<file path="src/rtl/bshift_pkg.sv">
package bshift_pkg;

  typedef enum logic [1:0] {
    KIND_LEFT      = 2'd0,
    KIND_RIGHT_LOG = 2'd1,
    KIND_RIGHT_ARI = 2'd2
  } shift_kind_e;

  typedef struct packed {
    logic c;
    logic st;
    logic n;
    logic v;
    logic z;
  } shift_flags_t;

  function automatic shift_kind_e decode_kind(input logic right, input logic ar);
    if (!right)  return KIND_LEFT;
    else if (ar) return KIND_RIGHT_ARI;
    else         return KIND_RIGHT_LOG;
  endfunction

endpackage

</file>
<file path="src/rtl/bshift_stage.sv">
// One power-of-two step of the right-shifting datapath. It tracks the
// last bit dropped (carry) and whether any earlier dropped bit was a one.
module bshift_stage #(
  parameter int W = 16,
  parameter int S = 1
) (
  input  logic         en,
  input  logic         fill,
  input  logic [W-1:0] d_in,
  input  logic         c_in,
  input  logic         st_in,
  output logic [W-1:0] d_out,
  output logic         c_out,
  output logic         st_out
);
  localparam int EW = W + S;

  logic [EW-1:0] ext;
  logic          low_any;

  assign ext = {{S{fill}}, d_in};

  generate
    if (S == 1) begin : g_single
      assign low_any = 1'b0;
    end else begin : g_multi
      assign low_any = |ext[S-2:0];
    end
  endgenerate

  always_comb begin
    if (en) begin
      d_out  = ext[EW-1:S];
      c_out  = ext[S-1];
      st_out = st_in | c_in | low_any;
    end else begin
      d_out  = d_in;
      c_out  = c_in;
      st_out = st_in;
    end
  end
endmodule

</file>
<file path="src/rtl/bshift_ovf.sv">
// Walks every single-bit step of the shift and flags any change of the
// top bit relative to the operand's original top bit.
module bshift_ovf #(
  parameter int W  = 16,
  parameter int CW = 5
) (
  input  logic [W-1:0]  operand,
  input  logic [CW-1:0] count,
  input  logic          right,
  input  logic          fill,
  output logic          ovf
);
  localparam int MAXC = (1 << CW) - 1;

  always_comb begin
    logic msb_j;
    ovf = 1'b0;
    for (int j = 1; j <= MAXC; j++) begin
      if (right)       msb_j = fill;
      else if (j < W)  msb_j = operand[W-1-j];
      else             msb_j = 1'b0;
      if ((j <= int'(count)) && (msb_j != operand[W-1])) ovf = 1'b1;
    end
  end
endmodule

</file>
<file path="src/rtl/bshift_core.sv">
// Logarithmic shifter. A left shift is done as a right shift of the
// bit-reversed operand, so both directions share one stage chain.
module bshift_core
  import bshift_pkg::*;
#(
  parameter int W  = 16,
  parameter int CW = 5
) (
  input  logic [W-1:0]  operand,
  input  logic [CW-1:0] count,
  input  shift_kind_e   kind,
  output logic [W-1:0]  res,
  output logic          carry,
  output logic          sticky
);
  logic            right;
  logic            fill;
  logic [W-1:0]    src;
  logic [W-1:0]    d   [CW+1];
  logic            c   [CW+1];
  logic            st  [CW+1];

  assign right = (kind != KIND_LEFT);
  assign fill  = (kind == KIND_RIGHT_ARI) ? operand[W-1] : 1'b0;

  always_comb begin
    for (int i = 0; i < W; i++) src[i] = right ? operand[i] : operand[W-1-i];
  end

  assign d[0]  = src;
  assign c[0]  = 1'b0;
  assign st[0] = 1'b0;

  generate
    for (genvar g = 0; g < CW; g++) begin : g_stage
      bshift_stage #(.W(W), .S(1 << g)) u_stage (
        .en    (count[g]),
        .fill  (fill),
        .d_in  (d[g]),
        .c_in  (c[g]),
        .st_in (st[g]),
        .d_out (d[g+1]),
        .c_out (c[g+1]),
        .st_out(st[g+1])
      );
    end
  endgenerate

  always_comb begin
    for (int i = 0; i < W; i++) res[i] = right ? d[CW][i] : d[CW][W-1-i];
    carry  = c[CW];
    sticky = right ? st[CW] : 1'b0;
  end
endmodule

</file>
<file path="src/rtl/sticky_barrel_shifter.sv">
module sticky_barrel_shifter
  import bshift_pkg::*;
#(
  parameter int W  = 16,
  parameter int CW = 5
) (
  input  logic          clk,
  input  logic          rst,
  input  logic          in_valid,
  input  logic [W-1:0]  operand,
  input  logic [CW-1:0] count,
  input  logic          dir_right,
  input  logic          arith,
  output logic          out_valid,
  output logic [W-1:0]  result,
  output logic          flag_c,
  output logic          flag_st,
  output logic          flag_n,
  output logic          flag_v,
  output logic          flag_z
);
  shift_kind_e  kind;
  logic [W-1:0] res_d;
  logic         carry_d;
  logic         sticky_d;
  logic         ovf_d;
  logic         fill;
  shift_flags_t flags_d;

  assign kind = decode_kind(dir_right, arith);
  assign fill = (kind == KIND_RIGHT_ARI) ? operand[W-1] : 1'b0;

  bshift_core #(.W(W), .CW(CW)) u_core (
    .operand(operand),
    .count  (count),
    .kind   (kind),
    .res    (res_d),
    .carry  (carry_d),
    .sticky (sticky_d)
  );

  bshift_ovf #(.W(W), .CW(CW)) u_ovf (
    .operand(operand),
    .count  (count),
    .right  (dir_right),
    .fill   (fill),
    .ovf    (ovf_d)
  );

  always_comb begin
    flags_d.c  = carry_d;
    flags_d.st = sticky_d;
    flags_d.n  = res_d[W-1];
    flags_d.v  = ovf_d;
    flags_d.z  = (res_d == '0);
  end

  always_ff @(posedge clk) begin
    if (rst) begin
      out_valid <= 1'b0;
      result    <= '0;
      flag_c    <= 1'b0;
      flag_st   <= 1'b0;
      flag_n    <= 1'b0;
      flag_v    <= 1'b0;
      flag_z    <= 1'b0;
    end else begin
      out_valid <= in_valid;
      if (in_valid) begin
        result  <= res_d;
        flag_c  <= flags_d.c;
        flag_st <= flags_d.st;
        flag_n  <= flags_d.n;
        flag_v  <= flags_d.v;
        flag_z  <= flags_d.z;
      end
    end
  end
endmodule

</file>
<file path="config.mk">
export PLATFORM = sky130hd
export DESIGN_NAME = sticky_barrel_shifter
export DESIGN_NICKNAME = d
export VERILOG_FILES = /design/src/rtl/bshift_pkg.sv /design/src/rtl/bshift_stage.sv /design/src/rtl/bshift_ovf.sv /design/src/rtl/bshift_core.sv /design/src/rtl/sticky_barrel_shifter.sv
export SDC_FILE = /design/constraint.sdc
export NUM_CORES = 1
export LEC_CHECK = 0
export BUFFER_PORTS_ARGS = -buffer_cell sky130_fd_sc_hd__buf_2
export CAP_MARGIN = 20
export CORE_AREA = 2 2 68 95
export DETAILED_ROUTE_END_ITERATION = 16
export DIE_AREA = 0 0 70 97
export PLACE_DENSITY = 0.85
export SYNTH_ARGS = -nofsm -noshare
export SYNTH_HDL_FRONTEND = slang
export SYNTH_SLANG_ARGS = --single-unit
</file>
<file path="constraint.sdc">
create_clock -name clk -period 2.65 [get_ports clk]
set_clock_uncertainty 0.15 [all_clocks]
set_input_delay 0.3975 -clock clk [delete_from_list [all_inputs] [get_ports clk]]
set_output_delay 0.3975 -clock clk [all_outputs]
set_load 0.1 [all_outputs]
</file>
==> flow_summary_export.csv, run 1 <==
group,metric,value,unit
clock_network,cts_hold_buffers,0,
clock_network,clk_root_buffer_cell,"sky130_fd_sc_hd__clkbuf_8",
placement,gpl.final_weighted_congestion,1.08,
detailed_routing,detail_route.vias_per_cell,6.57,
detailed_routing,drt_drc_violations_left,0,
global_routing,grt_start_max_net_pins,24,
floorplanning,count_of_boundary_i_o_pins,48,
synth,postSynthRegisterBits,21,
timing,setup-violations-final,0,
floorplanning,rows,33,
synth,postSynth.asyncResetShare,0,
placement,detailed_place_hpwl,8900,um
power_and_ir_drop,power.static_leakage,0.00179,uW
power_and_ir_drop,power.density_cell_area,367,nW/um2
power_and_ir_drop,ir_drop,0.000165,V
final_layout,layout.nets,521,
global_routing,grt_remaining_overflow,0,
timing,postLayoutSetupSlackWorst,89.9,ps
timing,report.final.slew_viol_count,0,
status,run_status,"finished clean",
timing,fin_setup_tns,0,ps
min_path,worst_hold_path_type,"flop to flop",
detailed_routing,antenna_violating_nets_post_route,0,
synth,yosysSeqAreaShare,0.138,
timing,period_share,0.966,
floorplanning,die_height,97,um
final_layout,diodes,0,
synth,netlist-cell-type-count,62,
clock_network,cts.sink_count,21,
synth,combined_area_of_all_synthesized_cells,3050,um2
detailed_routing,dr_total_vias,3705,
detailed_routing,dr.first_iter.drc_count,279,
placement,pre_cts_slack,-356,ps
clock_network,cts.reportedPaths.clkPinSlew,70,ps
timing,max_clock_freq,391,MHz
floorplanning,die_w,70,um
final_layout,final_layout_size_suffix_gt1_frac,0.381,
synth,syn-num-nets,412,
floorplanning,start_util,0.520,
critical_path,worstSetupEndpointType,"flop",
global_routing,grt_pass1_wl,18000,um
clock_network,worstSkewPairLatency,270,ps
detailed_routing,wl_per_cell,19.4,um
synth,synthFlopType,"sky130_fd_sc_hd__dfxtp_1",
clock_network,max-clock-path-buffers,2,
global_routing,first_global_vias,3627,
synth,syn-instance-count,386,
final_layout,syn2layout_area_growth,29.1,%
critical_path,worstSetupStartpointType,"input pin",
critical_path,worst-endpoint-arrival,2570,ps
final_layout,final_area,3930,um2
power_and_ir_drop,fin_total_pwr,1440,uW
clock_network,cts_buffers,3,
placement,place.port_buffers,47,
critical_path,required,2660,ps
placement,postPlaceCellArea,3860,um2
synth,synth_enable_flop_cells,0,
timing,timing_worst_slew_pin_value,594,ps
clock_network,post_cts_repair_timing_setup_buffer_count,0,
detailed_routing,dr.pass1.iters,6,
critical_path,worstSetupPathType,"input pin to flop",
critical_path,cp_max_fo,5,
floorplanning,die_area,6790,um2
global_routing,grt_antenna_before_repair,0,
clock_network,tritoncts_clock_tree,"built",
synth,yosysWarnings,0,
floorplanning,core_area,5860,um2
timing,rsz0062_at_grt,"false",
clock_network,cts.htree.levels,1,
global_routing,global_route.usage.total,0.323,
flow_run,max_cap_viol_count,0,
synth,syn_area_per_cell,7.89,um2
detailed_routing,drt-total-wl,11000,um
timing,period_minus_slack,2560,ps
timing,relSlewSlack,0.601,
timing,hold_viol_final,0,
==> flip-flops by register name (all words and copies together) (netlist names) <==
register	flops
result	16
flag_c	1
flag_st	1
flag_v	1
flag_z	1
out_valid	1
==> power breakdown <==
group / internal [uW] / total [uW] / leakage (uW) / switching (uW)
combinational: 353 / 879 / 0.00159 / 527
clock: 105 / 219 / 0.0000255 / 114
sequential: 336 / 347 / 0.000173 / 10.5
total: 794 / 1440 / 0.00179 / 651
==> cell families (layout without fill, tap and decap cells) <==
| logic type | after synthesis | in the layout | share of synthesized area |
|---|---|---|---|
| buffers and inverters | 51 | 159 | 0.0977 |
| adder cells (fa/ha/maj) | 1 | 1 | 0.00329 |
| multiplexers | 58 | 58 | 0.275 |
| AND/OR/NAND/NOR | 124 | 124 | 0.179 |
| AO/OA/AOI/OAI | 129 | 129 | 0.301 |
| flip-flops | 21 | 21 | 0.138 |
| XOR/XNOR | 2 | 2 | 0.00575 |
==> area by class of cell <==
type	count	area (um2)
clock buffers	3	41.3
clock inverters	1	5.00
fillers	496	1930
inverters	12	45.0
multi-input cells	314	2350
flip-flops and latches	21	420
well taps	70	87.6
repair buffers	143	986
==> synth_stat cells, drive strengths merged, types with 3 or more instances <==
cell	number	area share
a211o	3	0.0086
a211oi	9	0.022
a21o	4	0.010
a21oi	20	0.033
a221o	4	0.013
a221oi	5	0.014
a22o	4	0.011
a31oi	6	0.012
a32oi	4	0.011
buf	19	0.051
clkbuf	20	0.032
dfxtp	21	0.14
inv	10	0.012
mux2	17	0.063
mux2i	23	0.076
mux4	18	0.14
nand2	37	0.046
nand2b	3	0.0062
nor2	50	0.062
nor2b	3	0.0062
nor3	15	0.025
o211a	6	0.020
o211ai	5	0.012
o21ai	27	0.044
o22ai	3	0.0062
o31a	3	0.0086
o31ai	5	0.012
or2	3	0.0062
==> stage by stage <==
| step | hold slack, ps | utilization | instances |
|---|---|---|---|
| after CTS | 310 | 0.667 | 564 |
| after detailed placement | 299 | 0.658 | 560 |
| after floorplan | 434 | - | 386 |
| after global routing | 343 | 0.671 | 564 |
| final | 305 | 0.671 | 564 |
| after global placement | 285 | 0.658 | 560 |
==> critical path, cell delays in order <==
cell	delay [ps]
sky130_fd_sc_hd__buf_2	160
sky130_fd_sc_hd__mux4_2	540
sky130_fd_sc_hd__mux2_4	290
sky130_fd_sc_hd__or3_1	350
sky130_fd_sc_hd__a211o_1	280
sky130_fd_sc_hd__o31a_1	290
sky130_fd_sc_hd__o31a_1	270
==> worst paths after layout <==
check | startpoint | endpoint | slack, ps | depth (start not counted)
worst min register to register | flag_z | flag_z | 310 | 2
worst min-delay path | flag_z | flag_z | 310 | 2
worst max register to register | flag_st | flag_st | 1420 | 2
worst max-delay path | count[2] | flag_st | 90 | 7
==> metal layers <==
metal / global-route usage / part of all wire / vias up
met1: 0.358 / 0.35 / 1711
met4: 0.212 / 0.071 / 0
met5: 0 / 0 / -
li1: - / - / 1706
met3: 0.0271 / 0.063 / 64
met2: 0.578 / 0.51 / 224
==> cell usage in the layout, fill, tap and decap left out, types with 4 or more instances in the layout <==
master                     count
sky130_fd_sc_hd__buf_4        92
sky130_fd_sc_hd__nor2_1       50
sky130_fd_sc_hd__buf_2        46
sky130_fd_sc_hd__nand2_1      37
sky130_fd_sc_hd__o21ai_0      24
sky130_fd_sc_hd__dfxtp_1      21
sky130_fd_sc_hd__mux2i_1      20
sky130_fd_sc_hd__a21oi_1      20
sky130_fd_sc_hd__mux4_2       16
sky130_fd_sc_hd__mux2_2       15
sky130_fd_sc_hd__nor3_1       15
sky130_fd_sc_hd__inv_1        10
sky130_fd_sc_hd__a211oi_1      8
sky130_fd_sc_hd__o211a_1       6
sky130_fd_sc_hd__a31oi_1       6
sky130_fd_sc_hd__o211ai_1      5
sky130_fd_sc_hd__a221oi_1      5
sky130_fd_sc_hd__o31ai_1       5
sky130_fd_sc_hd__a22o_1        4
sky130_fd_sc_hd__a221o_1       4
sky130_fd_sc_hd__a32oi_1       4
sky130_fd_sc_hd__buf_6         4
==> what timing repair did <==
| item | CTS | global route |
|---|---|---|
| endpoints found under the hold margin | 0 | 0 |
| resized for setup | 2 | 10 |
| setup endpoints to repair | 5 | 8 |
No activity file was read; power rests on OpenSTA's default activity.
==> run 2: changes to the inputs <==
ABC_AREA = 1   (was not set)
CORE_AREA = 2 2 64 90   (was 2 2 68 95)
CTS_CLUSTER_DIAMETER = 40   (was not set)
DIE_AREA = 0 0 66 92   (was 0 0 70 97)
PLACE_DENSITY = 0.86   (was 0.85)
==> run 2 against run 1 <==
  * First-iteration DRC count is 20% lower
  * Combinational power is 26% lower
  * Setup slack better by 350 ps
  * Core utilization is 12 points lower
  * Critical endpoint is now flag_v
  * Highest routed layer unchanged
==> flow_summary_export.csv, run 2 <==
group,metric,value,unit
timing,relSlewSlack,0.549,
critical_path,cp_max_fo,10,
synth,synthFlopType,"sky130_fd_sc_hd__dfxtp_1",
floorplanning,die_w,66,um
floorplanning,start_util,0.500,
critical_path,cp_num_buf_inv,3,
power_and_ir_drop,clockPowerShare,0.176,
final_layout,multi_input_comb_area,2020,um2
placement,pre_cts_slack,221,ps
clock_network,cts.htree.levels,1,
final_layout,layout.cells.most_common_list,"148 x sky130_fd_sc_hd__nand2_1, 103 x sky130_fd_sc_hd__nand3_1, 47 x sky130_fd_sc_hd__buf_2",
critical_path,required,2650,ps
floorplanning,die_height,92,um
power_and_ir_drop,power.internal,610,uW
synth,synth_top_cell_area_share,0.207,
detailed_routing,dr.first_iter.drc_count,222,
synth,post_synth_mux_area_share,0,
global_routing,first_global_vias,3149,
final_layout,final-seq-area,420,um2
clock_network,clk_root_buffer_cell,"sky130_fd_sc_hd__clkbuf_8",
power_and_ir_drop,power.static_leakage,0.00151,uW
clock_network,cts_hold_buffers,0,
synth,synth_enable_flop_cells,0,
power_and_ir_drop,netSwitchingPower,594,uW
power_and_ir_drop,switching_share,0.493,
detailed_routing,dr_total_vias,3396,
synth,yosysWarnings,0,
synth,combined_area_of_all_synthesized_cells,2680,um2
detailed_routing,drt-total-wl,8630,um
synth,yosys.area_share.adder,0,
critical_path,crit_chain,"buf_2 -> nand3_1 -> inv_1 -> nor2_1 -> clkinv_1 -> nand2_1 -> o211ai_1 -> nand2_1 -> nor4b_1 -> a21oi_1",
floorplanning,rows,32,
synth,synth_top_family_by_area,"simple AND/OR/NAND/NOR gates",
timing,period_share,0.832,
timing,report.final.slew_viol_count,0,
timing,fin_setup_tns,0,ps
power_and_ir_drop,fin_total_pwr,1200,uW
synth,yosysSeqAreaShare,0.157,
synth,postSynth.asyncResetShare,0,
global_routing,grt_start_max_net_pins,23,
detailed_routing,wl_per_cell,14.9,um
status,run_status,"finished clean",
final_layout,largest_register_ffs,16,
final_layout,mostFrequentLayoutCell,"sky130_fd_sc_hd__nand2_1",
timing,rsz0062_at_grt,"false",
clock_network,cts.reportedPaths.clkPinSlew,80,ps
global_routing,grt_antenna_before_repair,0,
synth,syn_area_per_cell,5.65,um2
timing,max_clock_freq,453,MHz
synth,yosys-top-cells-count,"148 x sky130_fd_sc_hd__nand2_1, 103 x sky130_fd_sc_hd__nand3_1, 36 x sky130_fd_sc_hd__nor2_1",
detailed_routing,detail_route.vias_per_cell,5.88,
global_routing,grt_remaining_overflow,0,
flow_run,max_cap_viol_count,0,
final_layout,syn2layout_area_growth,11.3,%
synth,post-synth-top-count-cell,"sky130_fd_sc_hd__nand2_1",
clock_network,cts_buffers,3,
critical_path,worstSetupPathType,"input pin to flop",
critical_path,cp_slowest_cell,"sky130_fd_sc_hd__nor4b_1",
detailed_routing,drt_drc_violations_left,0,
synth,netlist-cell-type-count,36,
min_path,worst_hold_path_type,"input pin to flop",
power_and_ir_drop,p_seq_frac,0.286,
critical_path,worstSetupEndpointType,"flop",
synth,compound_gate_portion_of_the_synthesized_area,0.156,
placement,place.port_buffers,47,
timing,setup-violations-final,0,
timing,postLayoutSetupSlackWorst,444,ps
synth,postSynthRegisterBits,21,
clock_network,worstSkewPairLatency,260,ps
final_layout,largest_register,"result",
timing,timing_worst_slew_pin_value,673,ps
critical_path,worst_path_dominant_cell_family,"simple AND/OR/NAND/NOR gates",
power_and_ir_drop,power.density_cell_area,404,nW/um2
synth,syn-num-nets,500,
critical_path,crit_top_cell,"sky130_fd_sc_hd__nand2_1",
critical_path,worst_path_largest_cell_delay,400,ps
placement,gpl.final_weighted_congestion,1.06,
clock_network,post_cts_repair_timing_setup_buffer_count,0,
synth,post_synth_and_or_nand_nor_area_fraction,0.590,
synth,synth_area_leader_cell,"sky130_fd_sc_hd__nand2_1",
critical_path,worstSetupStartpointType,"input pin",
power_and_ir_drop,ir_drop,0.000166,V
final_layout,final_layout_size_suffix_gt1_frac,0.198,
timing,period_minus_slack,2210,ps
synth,syn-instance-count,474,
power_and_ir_drop,pwr-share-comb,0.537,
detailed_routing,antenna_violating_nets_post_route,0,
global_routing,grt_pass1_wl,14300,um
placement,detailed_place_hpwl,6960,um
final_layout,layout.nets,537,
detailed_routing,dr.pass1.iters,5,
final_layout,diodes,0,
global_routing,global_route.usage.total,0.295,
floorplanning,count_of_boundary_i_o_pins,48,
floorplanning,die_area,6070,um2
clock_network,post_cts.resized_instances,0,
synth,synth_xor_area_frac,0.00654,
floorplanning,core_area,5370,um2
final_layout,nFillCells,594,
clock_network,cts.sink_count,21,
clock_network,tritoncts_clock_tree,"built",
synth,synth.top_cells.by_area,"sky130_fd_sc_hd__nand2_1 21%, sky130_fd_sc_hd__nand3_1 19%, sky130_fd_sc_hd__dfxtp_1 16%, sky130_fd_sc_hd__nand3_2 6.0%, sky130_fd_sc_hd__o21ai_0 5.4%",
clock_network,max-clock-path-buffers,2,
final_layout,layout.core_utilization,0.556,
critical_path,worst-endpoint-arrival,2200,ps
timing,hold_viol_final,0,
-- run 2: worst register-to-register path: cells and delay by family (launching register included) --
kind,cells,cell delay (ps)
AO/OA/AOI/OAI,2,240
flip-flops,1,310
-- run 2: area by class of cell --
class,instances,area share
multi-input cells,403,0.676
flip-flops and latches,21,0.141
repair buffers,59,0.109
inverters,23,0.0298
well taps,68,0.0285
clock buffers,3,0.0138
clock inverters,1,0.00168
-- run 2: final timing paths --
check        slack (ps)         from         end  depth (start not counted)
max                 440  operand[15]      flag_v                         10
min                 210          rst   out_valid                          2
max reg2reg        1830       flag_v      flag_v                          2
min reg2reg         310   result[14]  result[14]                          2
-- run 2: metal layers --
metal,vias to the layer above,share of wire,global-route usage
met3,47,0.061,0.0196
met1,1497,0.38,0.344
met4,0,0.068,0.190
li1,1690,-,-
met5,-,0,0
met2,162,0.49,0.507
-- run 2: kinds of logic (layout without fill, tap and decap cells) --
group,after synthesis,count (layout)
AOI/OAI and AO/OA,72,72
buffers and inverters,50,86
xor gates and xnor gates,2,2
and+or+nand+nor,329,329
DFF,21,21
-- run 2: power groups by stage --
stage | Combinational, uW | Clock [uW] | Sequential (uW)
floorplan | 356 | 0 | 499
global route | 707 | 225 | 347
detailed placement | 637 | 0 | 352
finish | 647 | 212 | 344
CTS | 639 | 212 | 345
global placement | 634 | 0 | 351
-- run 2: per-stage QoR --
step	hold slack [ps]	area (um2)	instances
finish	207	2980	578
detailed placement	291	2940	574
global route	215	2980	578
global placement	283	2940	574
floorplan	351	2680	474
CTS	209	2980	578
==> run 3: changes to the inputs <==
CORE_AREA = 2 2 61 87   (was 2 2 64 90)
DIE_AREA = 0 0 63 89   (was 0 0 66 92)
PLACE_DENSITY = 0.88   (was 0.86)
clock period = 2.25 ns   (was 2.65 ns; I/O delays follow)
==> run 3 against run 2 <==
  * Sequential share of layout area is 0.69 points lower
  * Die area is 7.7% lower
  * Largest power group unchanged
  * First-iteration DRC count is 18% higher
  * Non-clock buffer count is 16 higher
  * Clock power is 19% higher
  * Routed wire length is 5.5% higher
  * Cell area is 5.1% higher
  * Global-route usage is 3.7 points higher
  * Worst hold slack worse by 43 ps
  * Power is 21% higher
  * Core utilization is 10 points higher
==> flow_summary_export.csv, run 3 (same netlist as run 2, synthesis figures left out) <==
group,metric,value,unit
timing,timing_worst_slew_pin_value,712,ps
timing,setup-violations-final,0,
clock_network,max-clock-path-buffers,2,
timing,rsz0062_at_grt,"false",
final_layout,largest_register,"result",
timing,hold_viol_final,0,
clock_network,cts.htree.levels,1,
clock_network,post_cts.resized_instances,0,
floorplanning,rows,30,
clock_network,clk_root_buffer_cell,"sky130_fd_sc_hd__clkbuf_8",
critical_path,crit_top_cell,"sky130_fd_sc_hd__nand3_1",
clock_network,cts.sink_count,21,
critical_path,reg2reg_depth,2,
detailed_routing,dr.pass1.iters,5,
global_routing,grt_remaining_overflow,0,
placement,gpl.final_weighted_congestion,0.959,
min_path,min-delay-start,"rst",
final_layout,syn2layout_area_growth,16.9,%
timing,fin_setup_tns,0,ps
detailed_routing,dr.first_iter.drc_count,262,
detailed_routing,drt-total-wl,9100,um
global_routing,global_route.usage.total,0.332,
critical_path,required,2270,ps
power_and_ir_drop,power.static_leakage,0.00160,uW
detailed_routing,antenna_violating_nets_post_route,0,
detailed_routing,dr_total_vias,3504,
clock_network,cts_hold_buffers,0,
timing,relSlewSlack,0.523,
clock_network,cts_buffers,3,
power_and_ir_drop,ir_drop,0.000193,V
placement,pre_cts_slack,69.5,ps
detailed_routing,detail_route.vias_per_cell,5.94,
critical_path,cp_num_buf_inv,3,
critical_path,worst_path_dominant_cell_family,"simple AND/OR/NAND/NOR gates",
critical_path,worst_path_largest_cell_delay,190,ps
timing,period_share,0.861,
final_layout,instances_no_fill,590,
flow_run,max_cap_viol_count,0,
final_layout,final_layout_size_suffix_gt1_frac,0.222,
min_path,worst_hold_path_type,"input pin to flop",
floorplanning,die_w,63,um
final_layout,mostFrequentLayoutCell,"sky130_fd_sc_hd__nand2_1",
floorplanning,die_height,89,um
critical_path,worstSetupEndpointType,"flop",
critical_path,worstSetupStartpointType,"input pin",
floorplanning,count_of_boundary_i_o_pins,48,
min_path,hold_worst_path_end,"out_valid",
critical_path,critical_path.reg2reg.startpoint,"result[7]",
clock_network,worstSkewPairLatency,260,ps
global_routing,grt_start_max_net_pins,22,
critical_path,cp_max_fo,14,
clock_network,post_cts_repair_timing_setup_buffer_count,0,
critical_path,worstSetupPathType,"input pin to flop",
final_layout,layout.nets,553,
timing,period_minus_slack,1940,ps
critical_path,worst-endpoint-arrival,1960,ps
detailed_routing,drt_drc_violations_left,0,
global_routing,grt_pass1_wl,14900,um
floorplanning,core_area,4770,um2
placement,place.port_buffers,47,
global_routing,grt_antenna_before_repair,0,
final_layout,layout.cells.most_common_list,"148 x sky130_fd_sc_hd__nand2_1, 103 x sky130_fd_sc_hd__nand3_1, 47 x sky130_fd_sc_hd__buf_2",
final_layout,layout.core_utilization,0.657,
timing,max_clock_freq,516,MHz
timing,report.final.slew_viol_count,0,
critical_path,reg2reg_setup_slack,1420,ps
placement,postPlaceCellArea,3090,um2
floorplanning,start_util,0.562,
power_and_ir_drop,power.density_cell_area,465,nW/um2
global_routing,first_global_vias,3276,
clock_network,cts.reportedPaths.clkPinSlew,80,ps
timing,postLayoutSetupSlackWorst,312,ps
floorplanning,die_area,5610,um2
detailed_routing,wl_per_cell,15.4,um
critical_path,capture_point_of_the_worst_reg_to_reg_path,"result[7]",
final_layout,largest_register_ffs,16,
placement,detailed_place_hpwl,7280,um
clock_network,tritoncts_clock_tree,"built",
critical_path,cp_slowest_cell,"sky130_fd_sc_hd__inv_4",
critical_path,critPathLaunch,"dir_right",
min_path,hold_path_cell_cnt,2,
critical_path,crit_chain,"buf_2 -> inv_4 -> buf_12 -> nand2_4 -> nand3_1 -> nand3_1 -> nand3_1 -> nand2_1 -> nand2_1 -> nand3_1 -> nand3_1 -> nand2_1 -> nand2_1 -> nor2_1 -> nand3_1 -> nand2_1",
placement,placedCellCount,586,
final_layout,diodes,0,
status,run_status,"finished clean",
final_layout,final_area,3130,um2
critical_path,cp.depth,16,
[run 3: changes by cell type in the layout (fill, tap and decap cells not counted), sizes merged]
cell / before / now
buf: 59 / 75
[run 3: power breakdown]
part / internal (uW) / switching, uW
registers: 396 / 10.7
logic: 222 / 578
clock network: 124 / 129
total: 742 / 717
[run 3: final cells by class]
cell class	count	area (um2)
Multi-Input combinational cell	403	2020
Fill cell	495	1630
Inverter	23	88.8
Clock inverter	1	5.00
Tap cell	64	80.1
Sequential cell	21	420
Timing Repair Buffer	75	483
Clock buffer	3	41.3
[run 3: how the worst max path moves through the flow]
stage / to
final: flag_z
after CTS: flag_v
after global placement: flag_st
after floorplan: flag_st
after global routing: flag_z
after detailed placement: flag_v
[run 3: routing by layer]
metal	vias up	track usage	share of wire
li1	1719	-	-
met5	-	0	0
met2	166	0.626	0.50
met1	1580	0.356	0.38
met4	0	0.212	0.058
met3	39	0.0327	0.061
[run 3: through the flow]
| stage | power [uW] | hold slack [ps] |
|---|---|---|
| floorplan | 1010 | 291 |
| global placement | 1190 | 281 |
| detailed placement | 1200 | 290 |
| CTS | 1440 | 163 |
| global route | 1540 | 186 |
| finish | 1460 | 164 |
[run 3: worst register-to-register path: cells and delay by family, from the launching register on]
kind,cells,cell delay [ps]
AO/OA/AOI/OAI,2,260
flip-flops,1,310
